### src/rtl/tcap_pkg.sv
package tcap_pkg;
  localparam logic [3:0] MODE_FALL  = 4'b0100;
  localparam logic [3:0] MODE_RISE  = 4'b0101;
  localparam logic [3:0] MODE_DIV4  = 4'b0110;
  localparam logic [3:0] MODE_DIV16 = 4'b0111;
  localparam int         DIV4_BITS  = 2;
  localparam int         DIV16_BITS = 4;

  function automatic logic is_capture(input logic [3:0] m);
    return m[3:2] == 2'b01;
  endfunction
endpackage

### src/rtl/tcap_edge.sv
module tcap_edge #(
  parameter int STAGES = 2
) (
  input  logic clk,
  input  logic rst_n,
  input  logic din,
  output logic rise,
  output logic fall
);
  logic [STAGES-1:0] sync_q, sync_d;
  logic              last_q, last_d;

  always_comb begin
    sync_d = {sync_q[STAGES-2:0], din};
    last_d = sync_q[STAGES-1];
  end

  always_ff @(posedge clk or negedge rst_n) begin
    if (!rst_n) begin
      sync_q <= '0;
      last_q <= 1'b0;
    end else begin
      sync_q <= sync_d;
      last_q <= last_d;
    end
  end

  assign rise = sync_q[STAGES-1] & ~last_q;
  assign fall = ~sync_q[STAGES-1] & last_q;
endmodule

### src/rtl/tcap_presc.sv
module tcap_presc
  import tcap_pkg::*;
#(
  parameter int PSC_W = 4
) (
  input  logic       clk,
  input  logic       rst_n,
  input  logic [3:0] mode,
  input  logic       alt_en,
  input  logic       pin_rise,
  input  logic       pin_fall,
  input  logic       msg_pulse,
  output logic       fire
);
  logic [PSC_W-1:0] cnt_q, cnt_d;
  logic             cnt_en;
  logic             active;
  logic             evt;
  logic             wrap;

  always_comb begin
    active = is_capture(mode);
    if (alt_en)                evt = msg_pulse;
    else if (mode == MODE_FALL) evt = pin_fall;
    else                       evt = pin_rise;

    unique case (mode)
      MODE_DIV4:  wrap = &cnt_q[DIV4_BITS-1:0];
      MODE_DIV16: wrap = &cnt_q[DIV16_BITS-1:0];
      default:    wrap = 1'b1;
    endcase

    fire   = active & evt & wrap;
    cnt_en = ~active | evt;
    if (!active || fire) cnt_d = '0;
    else                 cnt_d = cnt_q + 1'b1;
  end

  always_ff @(posedge clk or negedge rst_n) begin
    if (!rst_n)      cnt_q <= '0;
    else if (cnt_en) cnt_q <= cnt_d;
  end
endmodule

### src/rtl/tcap_hold.sv
module tcap_hold #(
  parameter int TW = 16
) (
  input  logic          clk,
  input  logic          rst_n,
  input  logic          fire,
  input  logic          tsel,
  input  logic [TW-1:0] tmr_a,
  input  logic [TW-1:0] tmr_b,
  input  logic          flag_clr,
  output logic [TW-1:0] cap_val,
  output logic          cap_flag
);
  logic [TW-1:0] val_q, val_d;
  logic          flag_q, flag_d;

  always_comb begin
    val_d  = tsel ? tmr_b : tmr_a;
    flag_d = fire | (flag_q & ~flag_clr);
  end

  always_ff @(posedge clk or negedge rst_n) begin
    if (!rst_n)    val_q <= '0;
    else if (fire) val_q <= val_d;
  end

  always_ff @(posedge clk or negedge rst_n) begin
    if (!rst_n) flag_q <= 1'b0;
    else        flag_q <= flag_d;
  end

  assign cap_val  = val_q;
  assign cap_flag = flag_q;
endmodule

### src/rtl/tcap_top.sv
module tcap_top #(
  parameter int TW          = 16,
  parameter int SYNC_STAGES = 2,
  parameter int PSC_W       = 4
) (
  input  logic          clk,
  input  logic          rst_n,
  input  logic [3:0]    mode,
  input  logic          alt_en,
  input  logic          tsel,
  input  logic          flag_clr,
  input  logic          evt_pin,
  input  logic          msg_rx,
  input  logic [TW-1:0] tmr_a,
  input  logic [TW-1:0] tmr_b,
  output logic [TW-1:0] cap_val,
  output logic          cap_flag
);
  logic [1:0] rst_pipe_q;
  logic       rst_ni;
  logic       pin_rise, pin_fall;
  logic       fire_w;

  always_ff @(posedge clk or negedge rst_n) begin
    if (!rst_n) rst_pipe_q <= 2'b00;
    else        rst_pipe_q <= {rst_pipe_q[0], 1'b1};
  end
  assign rst_ni = rst_pipe_q[1];

  tcap_edge #(.STAGES(SYNC_STAGES)) u_edge (
    .clk(clk), .rst_n(rst_ni), .din(evt_pin),
    .rise(pin_rise), .fall(pin_fall)
  );

  tcap_presc #(.PSC_W(PSC_W)) u_presc (
    .clk(clk), .rst_n(rst_ni), .mode(mode), .alt_en(alt_en),
    .pin_rise(pin_rise), .pin_fall(pin_fall), .msg_pulse(msg_rx),
    .fire(fire_w)
  );

  tcap_hold #(.TW(TW)) u_hold (
    .clk(clk), .rst_n(rst_ni), .fire(fire_w), .tsel(tsel),
    .tmr_a(tmr_a), .tmr_b(tmr_b), .flag_clr(flag_clr),
    .cap_val(cap_val), .cap_flag(cap_flag)
  );
endmodule

### config.mk
export PLATFORM = sky130hd
export DESIGN_NAME = tcap_top
export DESIGN_NICKNAME = d
export VERILOG_FILES = /design/src/rtl/tcap_pkg.sv /design/src/rtl/tcap_edge.sv /design/src/rtl/tcap_presc.sv /design/src/rtl/tcap_hold.sv /design/src/rtl/tcap_top.sv
export SDC_FILE = /design/constraint.sdc
export NUM_CORES = 1
export LEC_CHECK = 0
export BUFFER_PORTS_ARGS = -buffer_cell sky130_fd_sc_hd__buf_2
export CAP_MARGIN = 5
export CORE_MARGIN = 5
export CORE_UTILIZATION = 46
export DETAILED_ROUTE_END_ITERATION = 8
export PLACE_DENSITY = 0.79
export SYNTH_ARGS = -nofsm -noshare
export SYNTH_HDL_FRONTEND = slang
export SYNTH_SLANG_ARGS = --single-unit
### constraint.sdc
create_clock -name clk -period 0.89 [get_ports clk]
set_input_delay 0 -clock clk [delete_from_list [all_inputs] [get_ports clk]]
set_output_delay 0 -clock clk [all_outputs]
set_load 0.02 [all_outputs]
## After elaboration in Yosys (flattened, before gate mapping)

Cells that the tools add are included.
W data, S select, Z words.

- Register bits: 26
- Input port bits: 43
- Output and inout port bits: 17
- Logic and storage cells: 31

- $add $sub $neg: 1
- Equality and inequality tests: 4
- Muxes and demuxes: 5
- Bitwise operators: 11
- Reductions and logical operators: 4

Operators with widths:

| kind | count |
|---|---|
| $mux W16 | 1 |
| $eq A4 B3 Y1 const B | 3 |
| $and A1 B1 Y1 | 5 |
| $add A4 B1 Y4 const B | 1 |
| $mux W4 | 1 |
| $not A1 Y1 | 4 |
| $reduce_and A4 Y1 | 1 |
| $eq A2 B1 Y1 const B | 1 |
| $mux W1 | 2 |
| $or A1 B1 Y1 | 2 |
| $pmux W1 S2 | 1 |
| $reduce_and A2 Y1 | 1 |
| $logic_not A1 Y1 | 1 |
| $logic_or A1 B1 Y1 | 1 |

## Longest topological paths before layout

- Word-level depth: 8
- Mapped depth: 8
- Mapped depth without buffers: 5

## Cells and area by module

Synthesis repeated with hierarchy kept, for this count alone.

- Cell total of the unflattened synthesis: 113
- Area total of the unflattened synthesis: 1216.2 µm²

Modules (own cells, without submodules):

| module | instances | cells each | area each (µm²) | sequential area each (µm²) |
|---|---|---|---|---|
| tcap_hold | 1 | 73 | 787.0 | 425.4 |
| tcap_presc | 1 | 32 | 285.3 | 100.1 |
| tcap_edge | 1 | 5 | 90.1 | 75.1 |
| tcap_top | 1 | 3 | 53.8 | 50.0 |

## Worst setup path after synthesis

Ideal clock, no wire load.

- Kind: flip-flop to flip-flop
- From: register u_edge.last_q
- To: register u_hold.val_q[10] (netlist: u_hold.cap_val[10])
- Library setup time: 0.125 ns
- Arrival time: 1.808 ns
- Data required time: 0.765 ns
- Path slack: -1.043 ns
- Cell stages (with the launch flop): 8
- Buffers on the path: 2
- Period minus slack after synthesis: 1.933 ns
- Path through: dfrtp_1 > inv_1 > a221oi_2 > a311o_2 > or3_1 > buf_6 > buf_12 > mux2_4

- Longest elaborated chain between the ends: 6
- Elaborated cells on any way between the ends: 7
- Classes of those cells: 2 x mux; 5 x bitwise

RTL lines:

| what | line | text |
|---|---|---|
| start: declaration | tcap_edge.sv:11 | `logic last_q, last_d;` |
| start signal: assignment | tcap_edge.sv:24 | `last_q <= last_d;` |
| $not A1 Y1 | tcap_edge.sv:28 | `assign rise = sync_q[STAGES-1] & ~last_q;` |
| $and A1 B1 Y1 | tcap_edge.sv:28 |  |
| $mux W1 * | tcap_presc.sv:24 | `else if (mode == MODE_FALL) evt = pin_fall;` |
| $mux W1 * | tcap_presc.sv:23 | `if (alt_en) evt = msg_pulse;` |
| $and A1 B1 Y1 * (2 in a row) | tcap_presc.sv:33 | `fire = active & evt & wrap;` |
| end signal: assignment | tcap_hold.sv:24 | `else if (fire) val_q <= val_d;` |
| end: declaration | tcap_hold.sv:14 | `logic [TW-1:0] val_q, val_d;` |

Mark *: on every way between the ends. The rest lies on a longest branch, timed or not.
A chain may end at the register's enable or synchronous reset.

## Final worst setup path

- From: register u_edge.sync_q[1]
- To: register u_hold.val_q[15] (netlist: u_hold.cap_val[15])

- Longest elaborated chain between the ends: 6
- Elaborated cells on any way between the ends: 7
- Classes of those cells: 2 x mux; 5 x bitwise

RTL lines:

| what | line | text |
|---|---|---|
| start: declaration | tcap_edge.sv:10 | `logic [STAGES-1:0] sync_q, sync_d;` |
| start signal: assignment | tcap_edge.sv:23 | `sync_q <= sync_d;` |
| $not A1 Y1 | tcap_edge.sv:29 | `assign fall = ~sync_q[STAGES-1] & last_q;` |
| $and A1 B1 Y1 | tcap_edge.sv:29 |  |
| $mux W1 * | tcap_presc.sv:24 |  |
| $mux W1 * | tcap_presc.sv:23 |  |
| $and A1 B1 Y1 * (2 in a row) | tcap_presc.sv:33 |  |

Marks and branches as above.

==> key figures <==
Global route
  • GRT Util Overall: 16.5%
  • GRT overflow: 0
  • Number of global-route vias before repair: 1,206
  • Initial antenna violation count: 0
  • Pin count of the biggest net entering global routing: 25
  • First-pass GRT wire length: 5.26 mm

Detailed routing
  • Initial DRT Pass Iterations: 4
  • Iter 0 DRT Violations: 21
  • WL/cell: 15.2 um
  • DR vias/cell: 5.15
  • Drt drc: 0
  • Routed Wire Length: 3.30 mm
  • Via count: 1,117
  • Final antenna-violating net count: 0

Setup path
  • Setup CP Type: register to register
  • Critical Path Fanout Max: 8
  • Setup crit end kind: register
  • Req. time, crit path: 1.10 ns
  • CP startpoint kind: register
  • Crit path DAT: 2.05 ns

Die
  • Core area: 2730 sq um
  • Die Ht: 63.4 um
  • Die W: 63.4 um
  • IO Count: 60
  • Die ar.: 4020 sq um
  • Initial Util: 48.0%
  • Rows: 19

Clocking
  • Longest Clk Path Bufs: 2
  • Clock latency on the worst-skew pair: 0.31 ns
  • H-Tree Depth: 1
  • Clock transition at path regs: 0.13 ns
  • CTS tree: yes
  • Clock root buffer master: clkbuf_4
  • TritonCTS Sinks: 26
  • CTS buffer count: 3

Place
  • Placed cell areas: 1740 sq um
  • PortBufs: 59
  • Gpl congestion: 0.779
  • DP HPWL: 2.24 mm
  • Dpl cells: 197

Logic synthesis
  • Async SR Flop Fraction: 100%
  • Post-synthesis net count: 141
  • Post-synth top cells: dfrtp_1, mux2_2, mux2_4, inv_1, nand3_1
  • Post-synthesis register bit count: 26
  • Cell Area, Synth: 1310 sq um
  • Post-synth EDFFs: 0
  • Synthesis warning total: 0
  • Register area share after synthesis: 49.6%
  • Gate Count Post-Synth: 97
  • Mean Syn Cell Area: 13.5 sq um
  • Top cell type by total area after synthesis: dfrtp_1
  • Area share of the largest cell type after synthesis: 49.6%
  • Top post-synthesis cells by area: dfrtp_1, mux2_2, mux2_4, buf_6, buf_12
  • Synth cell types: 29
  • Post-synth top flop: dfrtp_1
  • Most numerous cell in the Yosys netlist: dfrtp_1

STA
  • Setup TNS: -18.82 ns
  • Hold Fails Final Rpt: 0
  • Setup Viol. Count Final: 21
  • Worst clock skew: 0.0101 ns
  • Fmax achieved: 541 MHz
  • Final period utilization: 208%
  • Setup WS post-layout: -0.958 ns
  • RSZ-0062 raised after global routing: yes
  • Period minus WS final: 1.85 ns
  • Slew Viols, Final: 0

Pwr
  • PwrDens: 1700 nW/um^2
  • Peak supply drop: 1.48 mV
  • Leak: 1.04 nW

Status
  • Status: finished with violations
  • Violated checks: negative setup slack

Cells and area
  • Fill count: 161
  • Storage cell area: 651 sq um
  • Multi-input logic area: 648 sq um
  • Nets: 232
  • Ant. Diodes: 0
  • Share of cells above drive strength 1: 74.7%
  • Cell area after layout: 2080 sq um
  • Fin cells: 217
  • Synth-to-layout area growth: 58.2%

Job
  • Max cap viols: 0

Min path
  • Hold Crit Class: primary input to register
[cell type report]
class                      count  share of cell area (%)
inverter                       4                   0.723
sequential                    26                    31.3
tap                           31                    1.87
clock buffer                   3                    1.08
timing repair buffer          91                    33.8
multi-input combinational     62                    31.2
[stage by stage]
step / power (W) / utilization [%] / hold WS [ns] / setup WS, ns
after floorplan: 0.00219 / - / -0.296 / -0.975
after detailed placement: 0.00261 / 63.7 / -0.210 / -0.909
after CTS: 0.00320 / 69.0 / 0.0277 / -0.894
after global routing: 0.00374 / 76.0 / 0.0233 / -1.01
after global placement: 0.00257 / 63.7 / -0.214 / -0.876
final: 0.00353 / 76.0 / 0.0305 / -0.958
[power breakdown]
group | switching, W | internal [W]
combinational | 0.000576 | 0.000906
clock | 0.000320 | 0.000158
sequential | 0.000167 | 0.00140
total | 0.00106 | 0.00246
[final timing paths]
kind                                       startpoint                              to  slack [ns]  depth (start not counted)
max                        u_edge.sync_q[1]$_DFF_PN0_  u_hold.cap_val[15]$_DFFE_PN0P_       -0.96                          6
min                                          tmr_b[4]   u_hold.cap_val[4]$_DFFE_PN0P_        0.03                          3
max reg2reg                u_edge.sync_q[1]$_DFF_PN0_  u_hold.cap_val[15]$_DFFE_PN0P_       -0.96                          6
min reg2reg                   rst_pipe_q[1]$_DFF_PN0_   u_hold.cap_val[8]$_DFFE_PN0P_        0.22                          1
max in group asynchronous                       rst_n         rst_pipe_q[0]$_DFF_PN0_        0.26                          3
min in group asynchronous     rst_pipe_q[1]$_DFF_PN0_   u_hold.cap_val[8]$_DFFE_PN0P_        0.22                          1
[state kept, by name (all words and copies together) (netlist names)]
name	count
rst_pipe_q	2
u_edge.last_q	1
u_presc.cnt_q	4
u_edge.sync_q	2
u_hold.cap_val	16
u_hold.cap_flag	1
[critical path, stage by stage (launching register included)]
cell	delay, ns
dfrtp_1	0.44
inv_1	0.08
a21oi_2	0.05
a311o_2	0.32
or3_4	0.37
clkbuf_16	0.18
mux2_4	0.29
[kinds of logic after synthesis]
| group | synth area share, % |
|---|---|
| buffers and inverters | 4.96 |
| muxes | 30.0 |
| adders and majority gates | 0.953 |
| DFF | 49.6 |
| AOI/OAI and AO/OA | 7.53 |
| other | 0.286 |
| and+or+nand+nor | 6.67 |
[cells in the final DEF (no fill, tap or decap), drive strengths merged, types with 2 or more instances in the layout]
cell type    synthesis  layout
clkbuf               2       4
mux2                32      32
nor2b                2       2
nand3                4       4
buf                  3      86
inv                  4       4
a21oi                3       3
or3                  2       2
nand2                2       2
dfrtp               26      26
dlygate4sd3          0       4
o21ai                3       3
[layer usage]
layer,up-vias,wire (um),track usage (%)
met5,-,0,0
met4,0,117,7.01
met3,12,219,4.80
met2,44,1640,27.8
met1,534,1320,19.4
li1,527,-,-
[timing repair]
action / in CTS / in global routing
hold buffers: 4 / 0
hold endpoints to repair: 4 / 0
setup buffers: 4 / 8
gates resized for setup: 16 / 32
gates cloned: 0 / 1
setup endpoints to repair: 25 / 38
pin swaps: 2 / 1
Power figures use the tool's default switching activity.
